--- src/rtl/flk_pkg.sv ---
package flk_pkg;

    localparam int          PAGE_W    = 16;
    localparam logic [7:0]  KEY_VALUE = 8'hC5;
    localparam logic [7:0]  OPC_LOCK  = 8'h21;
    localparam logic [7:0]  OPC_UNLK  = 8'h22;
    localparam logic [7:0]  OPC_SNAP  = 8'h23;

    typedef enum logic [1:0] {
        REG_CTRL   = 2'd0,
        REG_CMD    = 2'd1,
        REG_STATUS = 2'd2,
        REG_RESULT = 2'd3
    } reg_sel_e;

    typedef enum logic [1:0] {
        ACT_NONE = 2'd0,
        ACT_LOCK = 2'd1,
        ACT_UNLK = 2'd2,
        ACT_SNAP = 2'd3
    } lk_act_e;

    typedef struct packed {
        logic              key_ok;
        lk_act_e           act;
        logic [PAGE_W-1:0] page;
    } lk_cmd_t;

    function automatic lk_act_e opc_to_act(input logic [7:0] opc);
        case (opc)
            OPC_LOCK: return ACT_LOCK;
            OPC_UNLK: return ACT_UNLK;
            OPC_SNAP: return ACT_SNAP;
            default:  return ACT_NONE;
        endcase
    endfunction

endpackage

--- src/rtl/flk_decode.sv ---
module flk_decode
    import flk_pkg::*;
(
    input  logic [31:0] word,
    output lk_cmd_t     cmd
);
    always_comb begin
        cmd.key_ok = (word[31:24] == KEY_VALUE);
        cmd.page   = word[8 +: PAGE_W];
        cmd.act    = opc_to_act(word[7:0]);
    end
endmodule

--- src/rtl/flk_lock_bits.sv ---
module flk_lock_bits
    import flk_pkg::*;
#(
    parameter int NUM_REGIONS = 40
) (
    input  logic                   clk,
    input  logic                   rst,
    input  logic                   upd,
    input  logic                   set_val,
    input  logic [PAGE_W-1:0]      region,
    output logic [NUM_REGIONS-1:0] locks
);
    for (genvar g = 0; g < NUM_REGIONS; g++) begin : g_bit
        always_ff @(posedge clk) begin
            if (rst)
                locks[g] <= 1'b0;
            else if (upd && region == PAGE_W'(g))
                locks[g] <= set_val;
        end
    end
endmodule

--- src/rtl/flk_result_stream.sv ---
module flk_result_stream #(
    parameter int NUM_REGIONS = 40,
    localparam int WORDS = (NUM_REGIONS + 31) / 32,
    localparam int PTR_W = $clog2(WORDS + 1)
) (
    input  logic                   clk,
    input  logic                   rst,
    input  logic                   restart,
    input  logic                   advance,
    input  logic [NUM_REGIONS-1:0] locks,
    output logic [31:0]            word,
    output logic [PTR_W-1:0]       ptr
);
    logic [WORDS*32-1:0] padded;
    logic [31:0]         words [WORDS+1];

    assign padded = {{(WORDS*32-NUM_REGIONS){1'b0}}, locks};

    for (genvar w = 0; w < WORDS; w++) begin : g_word
        assign words[w] = padded[w*32 +: 32];
    end
    assign words[WORDS] = 32'd0;

    always_ff @(posedge clk) begin
        if (rst)
            ptr <= PTR_W'(WORDS);
        else if (restart)
            ptr <= '0;
        else if (advance && ptr < PTR_W'(WORDS))
            ptr <= ptr + 1'b1;
    end

    assign word = words[ptr];
endmodule

--- src/rtl/flash_lock_ctrl.sv ---
module flash_lock_ctrl
    import flk_pkg::*;
#(
    parameter int NUM_REGIONS      = 40,
    parameter int PAGES_PER_REGION = 16,
    parameter int EXEC_CYCLES      = 4,
    localparam int WORDS = (NUM_REGIONS + 31) / 32,
    localparam int PTR_W = $clog2(WORDS + 1),
    localparam int CNT_W = $clog2(EXEC_CYCLES + 1)
) (
    input  logic              clk,
    input  logic              rst,
    input  logic              bus_wr,
    input  logic              bus_rd,
    input  logic [1:0]        bus_addr,
    input  logic [31:0]       bus_wdata,
    output logic [31:0]       bus_rdata,
    input  logic              pe_req,
    input  logic [PAGE_W-1:0] pe_page,
    output logic              pe_deny,
    output logic              irq
);
    lk_cmd_t                dec;
    logic [PAGE_W-1:0]      cmd_region, pe_region, pend_region;
    lk_act_e                pend_act;
    logic                   ready, cmd_err, irq_en;
    logic [CNT_W-1:0]       cnt;
    logic                   cmd_wr, bad, accept, reject, done, status_rd;
    logic [NUM_REGIONS-1:0] locks;
    logic [31:0]            res_word;
    logic [PTR_W-1:0]       res_ptr;

    flk_decode u_dec (.word(bus_wdata), .cmd(dec));

    assign cmd_wr     = bus_wr && bus_addr == REG_CMD;
    assign status_rd  = bus_rd && bus_addr == REG_STATUS;
    assign cmd_region = dec.page / PAGE_W'(PAGES_PER_REGION);
    assign pe_region  = pe_page / PAGE_W'(PAGES_PER_REGION);

    always_comb begin
        bad = !dec.key_ok || dec.act == ACT_NONE;
        if ((dec.act == ACT_LOCK || dec.act == ACT_UNLK) &&
            cmd_region >= PAGE_W'(NUM_REGIONS))
            bad = 1'b1;
    end

    assign accept = cmd_wr && ready && !bad;
    assign reject = cmd_wr && ready && bad;
    assign done   = !ready && cnt == CNT_W'(1);

    always_ff @(posedge clk) begin
        if (rst) begin
            ready       <= 1'b1;
            cnt         <= '0;
            pend_act    <= ACT_NONE;
            pend_region <= '0;
        end else if (accept) begin
            ready       <= 1'b0;
            cnt         <= CNT_W'(EXEC_CYCLES);
            pend_act    <= dec.act;
            pend_region <= cmd_region;
        end else if (!ready) begin
            cnt <= cnt - 1'b1;
            if (done)
                ready <= 1'b1;
        end
    end

    always_ff @(posedge clk) begin
        if (rst) begin
            cmd_err <= 1'b0;
            irq_en  <= 1'b0;
        end else begin
            if (reject)
                cmd_err <= 1'b1;
            else if (status_rd)
                cmd_err <= 1'b0;
            if (bus_wr && bus_addr == REG_CTRL)
                irq_en <= bus_wdata[0];
        end
    end

    flk_lock_bits #(.NUM_REGIONS(NUM_REGIONS)) u_bits (
        .clk     (clk),
        .rst     (rst),
        .upd     (done && (pend_act == ACT_LOCK || pend_act == ACT_UNLK)),
        .set_val (pend_act == ACT_LOCK),
        .region  (pend_region),
        .locks   (locks)
    );

    flk_result_stream #(.NUM_REGIONS(NUM_REGIONS)) u_res (
        .clk     (clk),
        .rst     (rst),
        .restart (done && pend_act == ACT_SNAP),
        .advance (bus_rd && bus_addr == REG_RESULT),
        .locks   (locks),
        .word    (res_word),
        .ptr     (res_ptr)
    );

    always_comb begin
        pe_deny = 1'b0;
        for (int i = 0; i < NUM_REGIONS; i++)
            if (pe_region == PAGE_W'(i) && locks[i])
                pe_deny = pe_req;
    end

    always_comb begin
        case (bus_addr)
            REG_CTRL:   bus_rdata = {31'd0, irq_en};
            REG_STATUS: bus_rdata = {30'd0, cmd_err, ready};
            REG_RESULT: bus_rdata = res_word;
            default:    bus_rdata = 32'd0;
        endcase
    end

    assign irq = ready && irq_en;
endmodule

--- config.mk ---
export PLATFORM = sky130hd
export DESIGN_NAME = flash_lock_ctrl
export DESIGN_NICKNAME = d
export VERILOG_FILES = /design/src/rtl/flk_pkg.sv /design/src/rtl/flk_decode.sv /design/src/rtl/flk_lock_bits.sv /design/src/rtl/flk_result_stream.sv /design/src/rtl/flash_lock_ctrl.sv
export SDC_FILE = /design/constraint.sdc
export NUM_CORES = 1
export LEC_CHECK = 0
export BUFFER_PORTS_ARGS = -buffer_cell sky130_fd_sc_hd__buf_2
export CAP_MARGIN = 15
export CORE_ASPECT_RATIO = 1.75
export CORE_MARGIN = 2
export CORE_UTILIZATION = 30
export CTS_BUF_LIST = sky130_fd_sc_hd__clkbuf_16
export DETAILED_ROUTE_END_ITERATION = 8
export PLACE_DENSITY_LB_ADDON = 0.2
export RECOVER_POWER = 50
export SLEW_MARGIN = 20
export SYNTH_ARGS = -nofsm -noshare
export SYNTH_HDL_FRONTEND = slang
export SYNTH_SLANG_ARGS = --single-unit
--- constraint.sdc ---
create_clock -name clk -period 3 [get_ports clk]
set_input_delay 0.3 -clock clk [delete_from_list [all_inputs] [get_ports clk]]
set_output_delay 0.3 -clock clk [all_outputs]
set_load 0.05 [all_outputs]
Word level (Yosys, flattened, before mapping) --
Cells that the tools add are included.
Storage, ports and cells: bits in registers 62, output and inout bits 34, bits of input ports 55
Cells by class: add/subtract/negate cells 2, multiplexer cells 55, magnitude comparators 3, equality and inequality tests 92, bitwise operators 1, reductions and logical operators 107
Operators by type and width (number):
- equality test 12 x 5 -> 1 bit (second input constant) | 32
- equality test 12 x 4 -> 1 bit (second input constant) | 16
- equality test 12 x 6 -> 1 bit (second input constant) | 16
- equality test 12 x 3 -> 1 bit (second input constant) | 8
- one-hot mux 32 bit (3 select lines) | 1
- logical AND 1 bit | 93
- binary-select mux 32 bit (select 2 bit) | 1
- 2-to-1 mux 32 bit | 2
- equality test 12 x 2 -> 1 bit (second input constant) | 4
- 2-to-1 mux 1 bit | 46
- zero test 16 bit | 2
- equality test 12 x 1 -> 1 bit (second input constant) | 2
- equality test 8 x 6 -> 1 bit (second input constant) | 3
- greater-or-equal comparator 12 x 6 -> 1 bit (second input constant) | 1
- equality test 2 bit (second input constant) | 5
- equality test 8 bit (second input constant) | 1
- equality test 2 x 1 -> 1 bit (second input constant) | 3
- 2-to-1 mux 3 bit | 2
- one-hot mux 2 bit (3 select lines) | 1
- zero test 2 bit | 2
- 2-to-1 mux 2 bit | 2
- nonzero test 2 bit | 2
- OR reduction 2 bit | 2
- equality test 3 x 1 -> 1 bit (second input constant) | 1
- other kinds (8) | 12

Longest topological paths before layout --
Gate-level depths: netlist of run 1.
depth in word-level cells 42, gate-level depth with buffers 11, depth with buffers taken out 9

Modules after synthesis --
From an unflattened synthesis of run 1, not the netlist that was laid out.
Second synthesis, totals: cell total of the unflattened synthesis 475, area total of the unflattened synthesis 4080.2 um^2
Modules (own cells, without submodules):
- flk_lock_bits | area each 1906.8 um^2, cells an instance 206, times used 1
- flash_lock_ctrl | area each 1625.3 um^2, cells an instance 194, times used 1
- flk_result_stream | area each 375.4 um^2, cells an instance 52, times used 1
- flk_decode | area each 172.7 um^2, cells an instance 23, times used 1

Worst setup path after synthesis of run 1 --
No wires, ideal clock.
path type input to register, start point input bus_wdata[4], end point register pend_region[11], stages on the path 11, arrival time 2707 ps, setup time 128 ps, setup slack 166 ps, cells stage by stage or4b_2 nor3_1 nand2_1 ha_1 nor2_1 nand4_1 a2111oi_0 buf_4 buf_4 mux2i_1 nor2_1
On the way: cells in the longest elaborated chain, start to end 8, elaborated cells on any way between the ends 13
RTL lines:
- start, declared | line flash_lock_ctrl.sv:16 | input logic [31:0] bus_wdata,
- equality test 8 x 6 -> 1 bit | line flk_pkg.sv:30 | case (opc)
- one-hot mux 2 bit (3 select lines) (*) | line flk_pkg.sv:30
- equality test 2 x 1 -> 1 bit / equality test 2 bit (equally long branches) | line flash_lock_ctrl.sv:42 | if ((dec.act == ACT_LOCK || dec.act == ACT_UNLK) &&
- logical OR 1 bit | line flash_lock_ctrl.sv:42
- logical AND 1 bit | line flash_lock_ctrl.sv:42
- 2-to-1 mux 1 bit (*) | line flash_lock_ctrl.sv:42
- zero test 1 bit (*) | line flash_lock_ctrl.sv:47 | assign accept = cmd_wr && ready && !bad;
- logical AND 1 bit (*) | line flash_lock_ctrl.sv:47
- end signal, assigned | line flash_lock_ctrl.sv:61 | pend_region <= cmd_region;
- end, declared | line flash_lock_ctrl.sv:24 | logic [PAGE_W-1:0] cmd_region, pe_region, pend_region;
Mark *: on every way between the ends. The rest lies on a longest branch, timed or not. A chain may end at the register's enable or synchronous reset.

Final worst setup path of run 1 --
start point register u_res.ptr[0], end point output bus_rdata[14]
On the way: cells in the longest elaborated chain, start to end 5
RTL lines:
- start, declared | line flk_result_stream.sv:12 | output logic [PTR_W-1:0] ptr
- start signal, assigned | line flk_result_stream.sv:26 | ptr <= PTR_W'(WORDS);
- start signal, assigned | line flk_result_stream.sv:30 | ptr <= ptr + 1'b1;
- inverter 2 -> 3 bit (not written as such) | line flk_result_stream.sv:33 | assign word = words[ptr];
- binary-select mux 32 bit (select 2 bit) | line flk_result_stream.sv:33
- 2-to-1 mux 32 bit (not written as such) (2 in a row) | line flk_result_stream.sv:33
- one-hot mux 32 bit (3 select lines) | line flash_lock_ctrl.sv:110 | case (bus_addr)
- end, declared | line flash_lock_ctrl.sv:17 | output logic [31:0] bus_rdata,
No other way between the ends. The select of a mux whose other input is x is not followed.

==> results of run 1 <==
-- kinds of logic after synthesis --
group	Yosys count	share of synthesized area
buffers and inverters	42	0.0535
adder cells (fa/ha/maj)	5	0.0173
AO/OA/AOI/OAI	72	0.121
multiplexers	53	0.147
XOR/XNOR	3	0.00725
flip-flops	62	0.342
AND/OR/NAND/NOR	212	0.312
-- how the worst max path moves through the flow --
| stage | to | cells after the start |
|---|---|---|
| 2_1_floorplan | pend_region[11]$_SDFFE_PP0P_ | 11 |
| 3_3_place_gp | pend_region[8]$_SDFFE_PP0P_ | 11 |
| 4_1_cts | pend_region[4]$_SDFFE_PP0P_ | 11 |
| 3_5_place_dp | pend_region[1]$_SDFFE_PP0P_ | 11 |
| 6_report | bus_rdata[14] | 4 |
| 5_1_grt | bus_rdata[17] | 4 |
-- routing by layer --
metal | up-vias | part of all wire | GRT usage
li1 | 1727 | - | -
met1 | 1585 | 0.38 | 0.182
met2 | 110 | 0.54 | 0.325
met3 | 16 | 0.044 | 0.0331
met4 | 0 | 0.031 | 0.0808
met5 | - | 0 | 0
-- power groups by stage --
stage	combinational, uW	clock (uW)	sequential, uW
floorplan	53.3	0	843
global placement	99.7	0	843
detailed placement	101	0	843
CTS	101	1090	825
global route	109	1120	825
finish	99.5	1060	825
-- final cells by class --
type / instances / area [sq um] / area share
clock inverter: 7 / 80.1 / 0.0183
clock buffer: 9 / 225 / 0.0515
multi-input combinational: 345 / 2180 / 0.499
timing repair buffer: 93 / 442 / 0.101
inverter: 9 / 33.8 / 0.00772
sequential: 62 / 1240 / 0.284
tap: 137 / 171 / 0.0392
-- registers in the layout, summed over array words and instances (netlist names) --
register      count
pend_act          2
irq_en            1
ready             1
pend_region      12
u_bits.locks     40
u_res.ptr         2
cmd_err           1
cnt               3
-- per-stage QoR --
step	cell area [sq um]	setup slack, ns	std cells
after detailed placement	4140	0.0320	646
after floorplan	3630	0.166	449
after global routing	4380	0.121	662
final	4380	0.329	662
after CTS	4450	0.383	662
after global placement	4140	0.0842	646
-- synth_stat cells (5+ instances only) --
master and instances:
a21oi_1 26, and2_1 26, buf_2 7, clkbuf_1 18, dfxtp_1 62, ha_1 5, inv_1 9, mux2i_1 51
nand2_1 26, nand3_1 22, nand3b_1 11, nand4_1 7, nor2_1 69, nor2b_1 6, nor3_1 17, o21ai_0 22
-- worst max-delay path, delay by kind of cell (launching register included) --
kind                   cells  cell delay [ns]
buffers and inverters      2             1.15
DFF                        1             0.49
and+or+nand+nor            2             0.39
==> results by group, run 1 <==
STA
  – Total count of max-transition violations in the final report: 0
  – Min Tclk post-route: 2.67 ns
  – Transition at the pin with the smallest max-transition slack: 0.847 ns
  – Worst slack on hold paths: 0.211 ns
  – Final setup violation count: 0
  – F_max: 0.374 GHz
  – Slew Limit Headroom: 0.435
  – Portion of the clock cycle consumed by the worst path in the final layout: 0.890
  – Unrepaired setup endpoints after global routing: no
  – Aggregate negative setup slack: 0 ns
  – Clock Skew: 0.0110 ns
  – Number of hold violations in the final report: 0

Logic synthesis
  – Number of warnings issued by yosys: 0
  – Predominant post-synthesis flop cell: dfxtp_1
  – Share of async-settable or async-resettable flops after synthesis: 0
  – Synthesized Nets: 509
  – Leading cell types by total area after synthesis: dfxtp_1, mux2i_1, nor2_1
  – Post-synthesis instance area: 0.00363 sq mm
  – Portion of synthesized cell area occupied by the leading cell type: 0.342
  – Cell taking the most area after synthesis: dfxtp_1
  – Number of enable flip-flop cells after synthesis: 0
  – Synthesized flop and latch total: 62
  – Number of library cell types mapped by synthesis: 54
  – Share of synthesized area occupied by flip-flops and latches: 0.342
  – Average cell area after synthesis: 8.08 sq um
  – Count of mapped cells out of synthesis: 449

Critical path
  – Critical path arrival: 2.37 ns
  – Required time reported for the critical path endpoint: 2.70 ns
  – Most frequent cell on the critical path: clkbuf_1
  – Class of the most critical setup path: register to output pin
  – Critical-path cell with the highest stage delay: clkbuf_1
  – Setup crit end kind: output pin
  – Largest stage delay on the critical path: 0.65 ns
  – CP startpoint kind: register
  – Highest net fanout along the worst path: 24
  – Cell count of the worst reg-to-reg path: 7
  – Setup slack of the worst register-to-register path: 0.50 ns
  – Chain of cells forming the critical path: nor2_1, clkbuf_1, and2_1, clkbuf_1
  – Beginning of the worst register-to-register path: pend_act[1]$_SDFFE_PP0P_
  – Critical path startpoint: u_res.ptr[0]$_SDFFE_PP0P_
  – Capture point of the worst reg-to-reg path: u_bits.locks[22]$_SDFFE_PP0P_

Drt
  – DRC marker count from the first detailed-route iteration: 93
  – TritonRoute pass-1 iters: 5
  – Antenna Violating Nets Remaining: 0
  – Vias per Instance: 5.19
  – Detail-routed net length per standard cell: 16.5 um
  – Via count: 3438
  – Overall routed net length: 10.9 mm
  – DRC violation count after routing: 0

CTS
  – CTS tree: built
  – Count of cells resized by post-cts repair: 0
  – Total number of H-tree levels: 3
  – Clock Sink Count: 62
  – Clock transition at the registers of the reported paths: 0.06 ns
  – Clock tree root driver cell: clkbuf_16
  – Largest buffer count on any clock path: 2
  – Number of hold buffers added after CTS: 0
  – Clk_lat worst skew: 0.34 ns
  – Total CTS buffers: 9
  – Number of setup buffers added after CTS: 0

Pwr
  – Combinational Power Share: 0.050
  – Switching power as a share of total power: 0.237
  – Int Pwr: 1510 uW
  – NetSw: 472 uW
  – Power after layout: 1990 uW
  – Share of power burned in the clock network: 0.535
  – Portion of total power attributed to sequential cells: 0.415
  – Worst ir drop on vdd: 268 uV
  – Pwr/cell area: 454 mW/mm^2
  – Standby leakage power: 0.00157 uW

Floorplan
  – Die height: 149 um
  – Standard cell core area: 0.0119 sq mm
  – Initial Util: 0.304
  – Standard-cell rows: 53
  – Die area: 0.0130 sq mm
  – Total I/O pin count: 89
  – Die outline width: 87.1 um

Final layout
  – Highest-count cells in the layout ignoring fill and taps: nor2_1, dfxtp_1, mux2i_1, buf_2, clkbuf_1
  – Antenna diodes: 0
  – Synthesis-to-finish area growth: 20.7%
  – Final Util: 0.367
  – Leading cell type in the layout, fill and taps excluded: nor2_1
  – Share of final-layout standard cells stronger than drive strength 1: 0.162
  – Fillcell total: 1280
  – Total number of nets in the final design: 580

Global routing
  – Sum of overflow across all layers after global routing: 0
  – Vias in the first global route: 3285
  – Global routing usage summed across all routing layers: 0.174
  – Antenna violations before repair: 0
  – Wire length of the first global-routing pass: 17.2 mm
  – Largest net degree at the start of global routing: 41

Hold path
  – End point of the most critical hold path: pend_region[0]$_SDFFE_PP0P_
  – Number of cells traversed by the worst hold path: 3
  – Launch instance of the worst min-delay path: bus_wdata[12]
  – Type of the most critical hold path: input port to register

Place
  – Final weighted congestion in routability-driven placement: 0.815
  – Detail Placement HPWL: 8.15 mm
  – Quantity of I/O buffers inserted on ports: 80

Flow run
  – Max_cap viols: 0

Outcome
  – Result of the run: completed
No activity file was read; power rests on OpenSTA's default activity.
==> run 2, diff against run 1 <==
==> constraint.sdc (replaced) <==
create_clock -name clk -period 2.19 [get_ports clk]
set_input_delay 0.219 -clock clk [delete_from_list [all_inputs] [get_ports clk]]
set_output_delay 0.219 -clock clk [all_outputs]
set_load 0.05 [all_outputs]
==> results by group, run 2 (same netlist as run 1, synthesis figures left out) <==
Outcome
  – Result of the run: complete, but fails checks
  – Failing checks: setup timing

Drt
  – Vias per Instance: 5.19
  – Via count: 3563
  – DRC violation count after routing: 0
  – Detail-routed net length per standard cell: 16.7 um
  – Antenna Violating Nets Remaining: 0
  – TritonRoute pass-1 iters: 4
  – Overall routed net length: 11.5 mm
  – DRC marker count from the first detailed-route iteration: 97

Floorplan
  – Die outline width: 87.1 um
  – Die height: 149 um
  – Standard-cell rows: 53
  – Die area: 0.0130 sq mm
  – Initial Util: 0.304
  – Total I/O pin count: 89
  – Standard cell core area: 0.0119 sq mm

Final layout
  – Highest-count cells in the layout ignoring fill and taps: nor2_1, dfxtp_1, buf_2, mux2i_1, and2_1
  – Regs by FF count: u_bits.locks: 40 flops, pend_region: 12 flops, cnt: 3 flops
  – Synthesis-to-finish area growth: 33.2%
  – Non-Filler Instances: 686
  – Share of final-layout standard cells stronger than drive strength 1: 0.306
  – Fillcell total: 1260
  – Antenna diodes: 0
  – Final Util: 0.405
  – Top register by number of flip-flops: u_bits.locks
  – Leading cell type in the layout, fill and taps excluded: nor2_1
  – Flip-flop count of the largest register after layout: 40
  – Total number of nets in the final design: 604

CTS
  – CTS tree: built
  – Clock Sink Count: 62
  – Clock tree root driver cell: clkbuf_16
  – Total number of H-tree levels: 3
  – Clk_lat worst skew: 0.33 ns
  – Clock transition at the registers of the reported paths: 0.05 ns
  – Largest buffer count on any clock path: 2
  – Total CTS buffers: 9

Critical path
  – Critical path arrival: 2.40 ns
  – Critical-path cell with the highest stage delay: or4b_4
  – Chain of cells forming the critical path: buf_6, or4b_4, nor3_4, nand2_1, ha_2, nor2_2, nand4_1, a2111oi_4, buf_4, clkbuf_16, mux2i_1, nor2_1
  – Endpoint of the most critical setup path: pend_region[4]$_SDFFE_PP0P_
  – Beginning of the worst register-to-register path: pend_act[1]$_SDFFE_PP0P_
  – Capture point of the worst reg-to-reg path: u_bits.locks[24]$_SDFFE_PP0P_
  – Largest delay contributor family on the critical path: simple AND/OR/NAND/NOR gates
  – Highest net fanout along the worst path: 7
  – Setup slack of the worst register-to-register path: 0.04 ns
  – Cell count of the worst reg-to-reg path: 8
  – Setup crit end kind: register
  – Required time reported for the critical path endpoint: 2.38 ns
  – CP startpoint kind: input port
  – Largest stage delay on the critical path: 0.53 ns
  – Count of cell instances traversed by the critical path: 12
  – Combined buffer and inverter count along the critical path: 3
  – Critical path startpoint: bus_wdata[6]
  – Class of the most critical setup path: input port to register

Place
  – Number of cells in the design after placement: 667
  – Detail Placement HPWL: 8.57 mm
  – Quantity of I/O buffers inserted on ports: 80
  – Worst-case setup slack after placement: -0.316 ns
  – Final weighted congestion in routability-driven placement: 0.802

Global routing
  – Antenna violations before repair: 0
  – Vias in the first global route: 3486
  – GR met2 Demand/Resource: 0.336
  – Met3 track utilization from global routing: 0.0276
  – Sum of overflow across all layers after global routing: 0
  – Busiest grt layer: met2
  – Met1 Track Usage GR: 0.191
  – Wire length of the first global-routing pass: 17.8 mm
  – Largest net degree at the start of global routing: 41
  – Global routing usage summed across all routing layers: 0.178

STA
  – Total count of max-transition violations in the final report: 0
  – Portion of the clock cycle consumed by the worst path in the final layout: 1.01
  – Post-layout worst setup margin: -0.0183 ns
  – Final setup violation count: 6
  – Clock Skew: 0.00612 ns
  – Min Tclk post-route: 2.21 ns
  – Transition at the pin with the smallest max-transition slack: 0.601 ns
  – Slew Limit Headroom: 0.601
  – F_max: 0.453 GHz
  – Number of hold violations in the final report: 0
  – Unrepaired setup endpoints after global routing: yes
  – Worst slack on hold paths: 0.140 ns
  – Aggregate negative setup slack: -0.0572 ns

Flow run
  – Max_cap viols: 0

Pwr
  – Pwr/cell area: 528 mW/mm^2
  – Worst ir drop on vdd: 332 uV
  – Standby leakage power: 0.00188 uW

Hold path
  – Type of the most critical hold path: input port to register
run 2: cell count changes in the layout (fill, tap and decap cells not counted), sizes merged:
cell      change
buf          +30
clkbuf        -6
bufinv        -1
inv           -1
clkinv        +3
clkinvlp      -1
run 2: how the worst min path moves through the flow:
stage                              start                           end  slack (ns)  cells after the start
detailed placement  cmd_err$_SDFFE_PP0P_          cmd_err$_SDFFE_PP0P_        0.46                      2
CTS                        bus_wdata[13]   pend_region[1]$_SDFFE_PP0P_        0.13                      3
floorplan                  bus_wdata[23]  pend_region[11]$_SDFFE_PP0P_        0.37                      2
global placement    cmd_err$_SDFFE_PP0P_          cmd_err$_SDFFE_PP0P_        0.46                      2
global route               bus_wdata[22]  pend_region[10]$_SDFFE_PP0P_        0.15                      3
finish                     bus_wdata[13]   pend_region[1]$_SDFFE_PP0P_        0.14                      3
run 2: repair_timing:
action | in CTS | in global routing
gates cloned | 0 | 1
pin swaps | 2 | 31
setup buffers | 0 | 2
hold endpoints to repair | 0 | 0
hold buffers | 0 | 0
resized for setup | 7 | 51
endpoints found under the setup margin | 4 | 46
run 2: metrics by stage:
| stage | instance area, sq um | total power (uW) |
|---|---|---|
| after floorplan | 3650 | 1230 |
| after global placement | 4360 | 1310 |
| after detailed placement | 4360 | 1310 |
| after CTS | 4650 | 2580 |
| after global routing | 4830 | 2640 |
| final | 4830 | 2550 |
run 2: tightest hold or removal path, stage by stage:
cell,delay (ns)
buf_2,0.08
mux2i_1,0.06
nor2_1,0.07
run 2: power by group:
group / total, uW / switching, uW / internal (uW)
combinational: 163 / 94.3 / 68.9
sequential: 1130 / 0.795 / 1130
clock: 1260 / 510 / 746
total: 2550 / 605 / 1940
run 2: area by class of cell:
cell class / count / area (sq um) / area share
clock inverter: 7 / 33.8 / 0.00699
clock buffer: 9 / 225 / 0.0466
inverter: 9 / 33.8 / 0.00699
tap: 137 / 171 / 0.0355
sequential: 62 / 1250 / 0.258
timing repair buffer: 117 / 748 / 0.155
multi-input combinational: 345 / 2370 / 0.491
run 2: layer usage:
layer,up-vias,share of wire
met1,1667,0.38
li1,1789,-
met3,13,0.036
met5,-,0
met2,94,0.57
met4,0,0.020
==> run 3, diff against run 2 <==
--- a/config.mk
+++ b/config.mk
@@ -12,7 +12,6 @@
 export CORE_UTILIZATION = 30
 export CTS_BUF_LIST = sky130_fd_sc_hd__clkbuf_16
 export DETAILED_ROUTE_END_ITERATION = 8
-export PLACE_DENSITY_LB_ADDON = 0.2
 export RECOVER_POWER = 50
 export SLEW_MARGIN = 20
 export SYNTH_ARGS = -nofsm -noshare
==> results by group, run 3 (same netlist as run 1, synthesis figures left out) <==
Outcome
  – Result of the run: completed

Critical path
  – CP startpoint kind: input port
  – Combined buffer and inverter count along the critical path: 3
  – Largest delay contributor family on the critical path: simple AND/OR/NAND/NOR gates
  – Most frequent cell on the critical path: nor2_1
  – Setup crit end kind: register
  – Required time reported for the critical path endpoint: 2.38 ns
  – Capture point of the worst reg-to-reg path: u_bits.locks[21]$_SDFFE_PP0P_
  – Critical path arrival: 2.36 ns
  – Critical-path cell with the highest stage delay: or4b_4
  – Chain of cells forming the critical path: buf_6, or4b_4, nor3_4, nand2_1, ha_2, nor2_1, nand4_1, a2111oi_4, buf_4, buf_12, mux2i_1, nor2_1
  – Endpoint of the most critical setup path: pend_region[10]$_SDFFE_PP0P_
  – Highest net fanout along the worst path: 8
  – Cell count of the worst reg-to-reg path: 8
  – Setup slack of the worst register-to-register path: 0.05 ns
  – Largest stage delay on the critical path: 0.53 ns
  – Critical path startpoint: bus_wdata[6]
  – Class of the most critical setup path: input port to register
  – Count of cell instances traversed by the critical path: 12
  – Beginning of the worst register-to-register path: cnt[0]$_SDFFE_PP0N_

Drt
  – Overall routed net length: 10.7 mm
  – Vias per Instance: 5.25
  – TritonRoute pass-1 iters: 4
  – Antenna Violating Nets Remaining: 0
  – Via count: 3603
  – DRC violation count after routing: 0
  – Detail-routed net length per standard cell: 15.6 um
  – DRC marker count from the first detailed-route iteration: 160

Flow run
  – Max_cap viols: 0

Pwr
  – NetSw: 581 uW
  – Portion of total power attributed to sequential cells: 0.411
  – Pwr/cell area: 571 mW/mm^2
  – Int Pwr: 2170 uW
  – Share of power burned in the clock network: 0.532
  – Switching power as a share of total power: 0.211
  – Worst ir drop on vdd: 333 uV
  – Power after layout: 2750 uW
  – Standby leakage power: 0.00186 uW
  – Combinational Power Share: 0.057

Global routing
  – Largest net degree at the start of global routing: 63
  – Wire length of the first global-routing pass: 16.4 mm
  – Vias in the first global route: 3420
  – Global routing usage summed across all routing layers: 0.162
  – Antenna violations before repair: 0
  – Sum of overflow across all layers after global routing: 0

Final layout
  – Synthesis-to-finish area growth: 33.1%
  – Leading cell type in the layout, fill and taps excluded: nor2_1
  – Top register by number of flip-flops: u_bits.locks
  – Regs by FF count: u_bits.locks: 40 flops, pend_region: 12 flops, cnt: 3 flops
  – Final std cell area, no fill: 0.00483 sq mm
  – Total number of nets in the final design: 605
  – Fillcell total: 1225
  – Final Util: 0.404
  – Flip-flop count of the largest register after layout: 40
  – Highest-count cells in the layout ignoring fill and taps: nor2_1, dfxtp_1, buf_2, mux2i_1, buf_4
  – Share of final-layout standard cells stronger than drive strength 1: 0.290
  – Antenna diodes: 0

Place
  – Final weighted congestion in routability-driven placement: 0.865
  – Area after detailed placement: 0.00434 sq mm
  – Detail Placement HPWL: 8.06 mm
  – Quantity of I/O buffers inserted on ports: 80

STA
  – Total count of max-transition violations in the final report: 0
  – Min Tclk post-route: 2.18 ns
  – Final setup violation count: 0
  – Aggregate negative setup slack: 0 ns
  – F_max: 0.459 GHz
  – Slew Limit Headroom: 0.564
  – Portion of the clock cycle consumed by the worst path in the final layout: 0.994
  – Unrepaired setup endpoints after global routing: yes
  – Transition at the pin with the smallest max-transition slack: 0.654 ns
  – Number of hold violations in the final report: 0
  – Clock Skew: 0.00801 ns

CTS
  – Total number of H-tree levels: 3
  – Largest buffer count on any clock path: 2
  – Clk_lat worst skew: 0.33 ns
  – Number of hold buffers added after CTS: 0
  – Clock Sink Count: 62
  – Clock transition at the registers of the reported paths: 0.05 ns
  – Clock tree root driver cell: clkbuf_16
  – Total CTS buffers: 9
  – CTS tree: built

Hold path
  – Type of the most critical hold path: input port to register

Floorplan
  – Die height: 149 um
  – Initial Util: 0.304
  – Standard-cell rows: 53
  – Die outline width: 87.1 um
  – Standard cell core area: 0.0119 sq mm
  – Die area: 0.0130 sq mm
  – Total I/O pin count: 89
==> run 3: timing repair <==
item | in CTS | in global routing
gates resized for setup | 6 | 27
setup endpoints to repair | 3 | 68
cloned | 0 | 1
pin swaps | 1 | 12
setup buffers | 0 | 6
==> run 3: through the flow <==
step	hold slack, ns	setup slack (ns)	std cells
finish	0.131	0.0131	686
global route	0.132	-0.117	686
CTS	0.120	-0.00149	679
detailed placement	0.466	-0.327	664
global placement	0.456	-0.232	664
floorplan	0.366	-0.188	449
==> run 3: how the worst min path moves through the flow <==
stage	from	end	slack, ns	cells after the start
6_report	bus_wdata[14]	pend_region[2]$_SDFFE_PP0P_	0.13	3
5_1_grt	bus_wdata[14]	pend_region[2]$_SDFFE_PP0P_	0.13	3
4_1_cts	bus_wdata[14]	pend_region[2]$_SDFFE_PP0P_	0.12	3
3_5_place_dp	cmd_err$_SDFFE_PP0P_	cmd_err$_SDFFE_PP0P_	0.47	2
3_3_place_gp	bus_wdata[14]	pend_region[2]$_SDFFE_PP0P_	0.46	3
2_1_floorplan	bus_wdata[23]	pend_region[11]$_SDFFE_PP0P_	0.37	2
==> run 3: final cells by class <==
class | count | area, sq um | share of cell area
multi-input combinational | 345 | 2330 | 0.482
sequential | 62 | 1240 | 0.258
timing repair buffer | 118 | 747 | 0.155
clock buffer | 9 | 225 | 0.0467
tap | 137 | 171 | 0.0355
clock inverter | 6 | 77.6 | 0.0161
inverter | 9 | 33.8 | 0.00700
==> run 3: power by group through the flow <==
stage | clock (uW) | combinational, uW | sequential (uW)
2_1_floorplan | 0 | 74.3 | 1150
3_3_place_gp | 0 | 156 | 1160
3_5_place_dp | 0 | 156 | 1160
4_1_cts | 1490 | 157 | 1130
5_1_grt | 1530 | 171 | 1130
6_report | 1460 | 158 | 1130
==> run 3: per-layer routing <==
| layer | GRT usage | share of wire | wire length, um | vias to the layer above |
|---|---|---|---|---|
| met2 | 0.309 | 0.54 | 5800 | 94 |
| li1 | - | - | - | 1774 |
| met5 | 0 | 0 | 0 | - |
| met1 | 0.162 | 0.38 | 4110 | 1711 |
| met4 | 0.0823 | 0.036 | 381 | 0 |
| met3 | 0.0287 | 0.039 | 412 | 24 |
==> run 3: tightest hold or removal path: stages <==
cell and delay, ns:
buf_2 0.07, mux2i_1 0.05, nor2_1 0.07
